$ cat src/rtl/eisc_pkg.sv
`timescale 1ns/1ps
package eisc_pkg;
  typedef enum logic [1:0] {
    SENSE_LOW  = 2'b00,
    SENSE_ANY  = 2'b01,
    SENSE_FALL = 2'b10,
    SENSE_RISE = 2'b11
  } sense_e;
endpackage

$ cat src/rtl/eisc_sync.sv
`timescale 1ns/1ps
module eisc_sync #(
  parameter logic RST_VAL = 1'b1
) (
  input  logic clk,
  input  logic rst,
  input  logic raw_i,
  output logic cur_o,
  output logic prev_o
);
  logic meta_q, cur_q, prev_q;

  always_ff @(posedge clk) begin
    if (rst) begin
      meta_q <= RST_VAL;
      cur_q  <= RST_VAL;
      prev_q <= RST_VAL;
    end else begin
      meta_q <= raw_i;
      cur_q  <= meta_q;
      prev_q <= cur_q;
    end
  end

  assign cur_o  = cur_q;
  assign prev_o = prev_q;
endmodule

$ cat src/rtl/eisc_detect.sv
`timescale 1ns/1ps
module eisc_detect
  import eisc_pkg::*;
(
  input  logic   clk,
  input  logic   rst,
  input  logic   cur_i,
  input  logic   prev_i,
  input  sense_e sense_i,
  input  logic   clr_i,
  output logic   flag_o,
  output logic   req_o
);
  logic evt;
  logic flag_q;

  always_comb begin
    unique case (sense_i)
      SENSE_ANY:  evt = cur_i ^ prev_i;
      SENSE_FALL: evt = prev_i & ~cur_i;
      SENSE_RISE: evt = ~prev_i & cur_i;
      default:    evt = 1'b0;
    endcase
  end

  // a new event beats a clear arriving in the same cycle
  always_ff @(posedge clk) begin
    if (rst)       flag_q <= 1'b0;
    else if (evt)  flag_q <= 1'b1;
    else if (clr_i) flag_q <= 1'b0;
  end

  assign flag_o = flag_q;
  assign req_o  = (sense_i == SENSE_LOW) ? ~cur_i : flag_q;

  p_level_no_flag_r10: assert property (@(posedge clk) disable iff (rst)
    (sense_i == SENSE_LOW && !flag_q) |=> !flag_q);
  p_event_sets_r3: assert property (@(posedge clk) disable iff (rst)
    evt |=> flag_q);
  p_clear_r8: assert property (@(posedge clk) disable iff (rst)
    (clr_i && !evt) |=> !flag_q);
endmodule

$ cat src/rtl/eisc_prio.sv
`timescale 1ns/1ps
module eisc_prio #(
  parameter int NPIN = 2,
  parameter int IDW  = 1
) (
  input  logic            clk,
  input  logic            rst,
  input  logic [NPIN-1:0] req_i,
  output logic            irq_o,
  output logic [IDW-1:0]  id_o
);
  logic           any;
  logic [IDW-1:0] pick;
  logic           irq_q;
  logic [IDW-1:0] id_q;

  always_comb begin
    any  = 1'b0;
    pick = '0;
    for (int i = NPIN - 1; i >= 0; i--) begin
      if (req_i[i]) begin
        any  = 1'b1;
        pick = IDW'(i);
      end
    end
  end

  always_ff @(posedge clk) begin
    if (rst) begin
      irq_q <= 1'b0;
      id_q  <= '0;
    end else begin
      irq_q <= any;
      id_q  <= pick;
    end
  end

  assign irq_o = irq_q;
  assign id_o  = id_q;

  p_low_index_wins_r9: assert property (@(posedge clk) disable iff (rst)
    req_i[0] |=> (irq_q && id_q == '0));
endmodule

$ cat src/rtl/eisc_top.sv
`timescale 1ns/1ps
module eisc_top
  import eisc_pkg::*;
#(
  parameter int NPIN = 2,
  localparam int IDW = (NPIN > 1) ? $clog2(NPIN) : 1
) (
  input  logic              clk,
  input  logic              rst,
  input  logic [NPIN-1:0]   pin_i,
  input  logic              gie_i,
  input  logic              cfg_we_i,
  input  logic [2*NPIN-1:0] cfg_sense_i,
  input  logic [NPIN-1:0]   cfg_en_i,
  input  logic [NPIN-1:0]   flag_clr_i,
  input  logic              ack_i,
  input  logic [IDW-1:0]    ack_id_i,
  output logic              irq_o,
  output logic [IDW-1:0]    irq_id_o,
  output logic [NPIN-1:0]   flag_o
);
  logic [2*NPIN-1:0] sense_q;
  logic [NPIN-1:0]   en_q;
  logic [NPIN-1:0]   req_raw;
  logic [NPIN-1:0]   req_fwd;

  always_ff @(posedge clk) begin
    if (rst) begin
      sense_q <= '0;
      en_q    <= '0;
    end else if (cfg_we_i) begin
      sense_q <= cfg_sense_i;
      en_q    <= cfg_en_i;
    end
  end

  for (genvar g = 0; g < NPIN; g++) begin : g_pin
    localparam logic [IDW-1:0] MY_ID = IDW'(g);
    logic cur, prev, clr;

    assign clr = flag_clr_i[g] | (ack_i && ack_id_i == MY_ID);

    eisc_sync #(.RST_VAL(1'b1)) u_sync (
      .clk    (clk),
      .rst    (rst),
      .raw_i  (pin_i[g]),
      .cur_o  (cur),
      .prev_o (prev)
    );

    eisc_detect u_det (
      .clk     (clk),
      .rst     (rst),
      .cur_i   (cur),
      .prev_i  (prev),
      .sense_i (sense_e'(sense_q[2*g +: 2])),
      .clr_i   (clr),
      .flag_o  (flag_o[g]),
      .req_o   (req_raw[g])
    );
  end

  assign req_fwd = req_raw & en_q & {NPIN{gie_i}};

  eisc_prio #(.NPIN(NPIN), .IDW(IDW)) u_prio (
    .clk   (clk),
    .rst   (rst),
    .req_i (req_fwd),
    .irq_o (irq_o),
    .id_o  (irq_id_o)
  );

  p_global_mask_r7: assert property (@(posedge clk) disable iff (rst)
    !gie_i |=> !irq_o);
  p_pin_mask_r7: assert property (@(posedge clk) disable iff (rst)
    (en_q == '0 && !cfg_we_i) |=> !irq_o);
endmodule

$ cat config.mk
export PLATFORM = sky130hd
export DESIGN_NAME = eisc_top
export DESIGN_NICKNAME = d
export VERILOG_FILES = /design/src/rtl/eisc_pkg.sv /design/src/rtl/eisc_sync.sv /design/src/rtl/eisc_detect.sv /design/src/rtl/eisc_prio.sv /design/src/rtl/eisc_top.sv
export SDC_FILE = /design/constraint.sdc
export NUM_CORES = 1
export LEC_CHECK = 0
export BUFFER_PORTS_ARGS = -buffer_cell sky130_fd_sc_hd__buf_2
export CAP_MARGIN = 20
export CORE_MARGIN = 10
export CORE_UTILIZATION = 51
export CTS_CLUSTER_SIZE = 10
export DETAILED_ROUTE_END_ITERATION = 12
export PLACE_DENSITY = 0.87
export RECOVER_POWER = 100
export SYNTH_ARGS = -nofsm -noshare
export SYNTH_HDL_FRONTEND = slang
export SYNTH_HIERARCHICAL = 1
export SYNTH_SLANG_ARGS = --single-unit
$ cat constraint.sdc
create_clock -name clk -period 4.15 [get_ports clk]
set_clock_uncertainty 0.1 [all_clocks]
set_input_delay 0.83 -clock clk [delete_from_list [all_inputs] [get_ports clk]]
set_output_delay 0.83 -clock clk [all_outputs]
set_load 0.05 [all_outputs]
==> flow_summary.toml <==
[final_layout]
stdcell_count = 101
syn_to_final_growth_pct = 18.82
n_antenna_cell = 0
fin_area_um2 = 805.8
drive_above_1_share = 0.2326
fin_nets = 107

[placed_design]
postPlaceCellArea_um2 = 780.7
hpwlAfterDp_um = 987.9
place_inst = 97
dp_slack_ps = 2311
io_buffers = 19
place_congestion = 0.6521

[pwr]
power_density_nw_per_um2 = 358.4
switchingPower_uw = 62.57
power_frac_seq = 0.570
switching_share = 0.2167
combPwrFrac = 0.088
p_total_uw = 288.8
p_leak_nw = 0.3991
clock_power_share = 0.341
vdd_drop_max_mv = 0.2112
p_int_uw = 226.2

[synth]
synthesis.instances = 64
synth_top_family_by_area = "simple AND/OR/NAND/NOR gates"
synth_area_leaders = "dfxtp_1, mux2i_1, ha_1"
synth-compound-area-share = 0.09963
synthMuxAreaShare = 0.1181
postSynthAreaPerCell_um2 = 10.60
synth_simple_gate_area_frac = 0.1808
synth_xor_area_frac = 0
synth_edf_count = 0
synth_ff_type = "dfxtp_1"
ys_warn_count = 6
syn_nets = 84
ys_seq_area_frac = 0.4723
yosys.area.top_type = "dfxtp_1"
ys_types = 16
synthesis.area_um2 = 678.2
synth_seq_cells = 16
synth_fa_ha_area_frac = 0.07380
async_reset_ff_frac = 0
synth_top_area_share = 0.4723

[sta]
drv_slew = 0
rsz0062_at_grt = "no"
post-route-worst-setup-slack_ps = 2105
tightest_slew_ps = 679.9
hold_viol = 0
setup_violations = 0
slew-limit-headroom = 0.5467
period_share = 0.4928
period_needed_ps = 2045
finalSetupTns_ps = 0
fmax_mhz = 489.0

[critical_path]
crit_required_ps = 3220
crit_type = "flip-flop to output port"
r2r_cells = 4
cpLargestDelayFamily = "buffers and inverters"
critical_path_buf_inv_count = 1
crit_chain = "clkbuf_1"
cpPeakStageDelay_ps = 480
cp-start-kind = "flip-flop"
crit_slowest_cell = "clkbuf_1"
r2r_slack_ps = 2640
crit_start = "g_pin[0].u_det/flag_o$_SDFFE_PP0P_"
path_max_fanout = 3
crit_end = "flag_o[0]"
r2r_end = "g_pin[1].u_det/flag_o$_SDFFE_PP0P_"
worst_setup_path_end_kind = "output port"
r2r-start = "g_pin[1].u_sync/cur_o$_SDFF_PP1_"
worstPathArrival_ps = 1110
path_depth = 1

[global_routing]
grt_usage = 0.07741
grt_antenna_before_repair = 0
grt_overflow_total = 0
grt_first_pass_wirelength_mm = 2.118
grt_pass1_vias = 528
grt_max_degree = 21

[cts]
root_buffer = "clkbuf_4"
cts_setup_buffers = 0
cts_resized = 0
clkLatencyLatePin_ps = 270
cts_buffer_depth = 2
cts_tree = "built"
clk_pin_slew_ps = 90
clock-sinks = 16
numCtsBuffers = 3
htree_levels = 1
postCtsHoldBufs = 0

[route]
wirelength_mm = 1.273
drcViolationCount = 0
drtIter0Drc = 1
vias = 513
post_drt_wl_per_cell_um = 12.60
first_pass_iters = 5
ant_nets = 0
via_per_inst = 5.079

[die]
fp-row-count = 13
start_util = 0.5278
boundaryPins = 20
die_x_um = 56.47
coreArea_um2 = 1285
die_area_um2 = 3188
die_h_um = 56.47

[run]
drv_cap = 0

[outcome]
status = "finished, final reports clean"

[worst_hold_path]
holdCritPathClass = "flip-flop to flip-flop"
-- cells in the final DEF (no fill, tap or decap) --
cell,n
dfxtp_1,16
buf_2,14
mux2i_1,8
inv_1,7
nor2_1,6
or2_1,6
clkbuf_1,5
ha_1,4
clkbuf_4,3
a21o_1,2
and3_1,2
o21ai_0,2
o31ai_1,2
or4b_1,2
or3b_2,2
o311ai_0,2
clkbuf_8,1
nor3b_1,1
o21ba_1,1
-- cell families (layout without fill, tap and decap cells) --
| kind of cell | count (synthesis) | count (layout) |
|---|---|---|
| AND/OR/NAND/NOR | 19 | 19 |
| AO/OA/AOI/OAI | 9 | 9 |
| buffers and inverters | 8 | 30 |
| adder cells (fa/ha/maj) | 4 | 4 |
| flip-flops | 16 | 16 |
| multiplexers | 8 | 8 |
-- layout make-up --
cell class / count / area (um2)
multi-input cells: 40 / 315.3
flip-flops and latches: 16 / 320.3
clock buffers: 4 / 36.28
well taps: 15 / 18.77
repair buffers: 19 / 88.84
inverters: 7 / 26.28
fillers: 112 / 479.2
-- registers in the layout, indices dropped and copies added, names as in the netlist --
| register | flops |
|---|---|
| u_prio/irq_o | 1 |
| en_q | 2 |
| g_pin.u_det/flag_o | 2 |
| sense_q | 4 |
| u_prio/id_o | 1 |
| g_pin.u_sync/prev_o | 2 |
| g_pin.u_sync/cur_o | 2 |
| g_pin.u_sync/meta_q | 2 |
-- power groups by stage --
stage	Sequential, mW	Combinational [mW]	Clock (mW)
after floorplan	0.169	0.0136	0
after global placement	0.168	0.0256	0
after detailed placement	0.168	0.0266	0
after CTS	0.165	0.0267	0.102
after global routing	0.166	0.0294	0.111
final	0.165	0.0255	0.0986
-- layer usage --
layer,vias up,wire length (um),track usage
met5,-,0,0
met4,0,0,0.04124
met3,0,87,0.02247
met2,15,565,0.1160
met1,232,621,0.09596
li1,266,-,-
-- cells in the mapped netlist, types with 2 or more instances --
| master | number |
|---|---|
| a21o_1 | 2 |
| and3_1 | 2 |
| dfxtp_1 | 16 |
| ha_1 | 4 |
| inv_1 | 7 |
| mux2i_1 | 8 |
| nor2_1 | 6 |
| o21ai_0 | 2 |
| o311ai_1 | 2 |
| o31ai_1 | 2 |
| or2_1 | 6 |
| or3b_2 | 2 |
| or4b_1 | 2 |
-- worst min path at each step --
stage | from | endpoint | slack [ps] | cells after the start
after floorplan | g_pin[0].u_sync/meta_q$_SDFF_PP1_ | g_pin[0].u_sync/cur_o$_SDFF_PP1_ | 280 | 1
after global placement | g_pin[0].u_sync/meta_q$_SDFF_PP1_ | g_pin[0].u_sync/cur_o$_SDFF_PP1_ | 290 | 1
after detailed placement | g_pin[0].u_sync/meta_q$_SDFF_PP1_ | g_pin[0].u_sync/cur_o$_SDFF_PP1_ | 290 | 1
after CTS | g_pin[0].u_sync/meta_q$_SDFF_PP1_ | g_pin[0].u_sync/cur_o$_SDFF_PP1_ | 310 | 1
after global routing | g_pin[1].u_sync/meta_q$_SDFF_PP1_ | g_pin[1].u_sync/cur_o$_SDFF_PP1_ | 350 | 1
final | g_pin[0].u_sync/meta_q$_SDFF_PP1_ | g_pin[0].u_sync/cur_o$_SDFF_PP1_ | 310 | 1
-- through the flow --
step | hold WS (ps) | utilization
5_1_grt | 349.9 | 0.6271
3_5_place_dp | 290.1 | 0.6076
2_1_floorplan | 283.2 | -
6_report | 311.6 | 0.6271
4_1_cts | 311.5 | 0.6358
3_3_place_gp | 286.9 | 0.6076
Note: power is estimated with default switching activity, not from simulation.
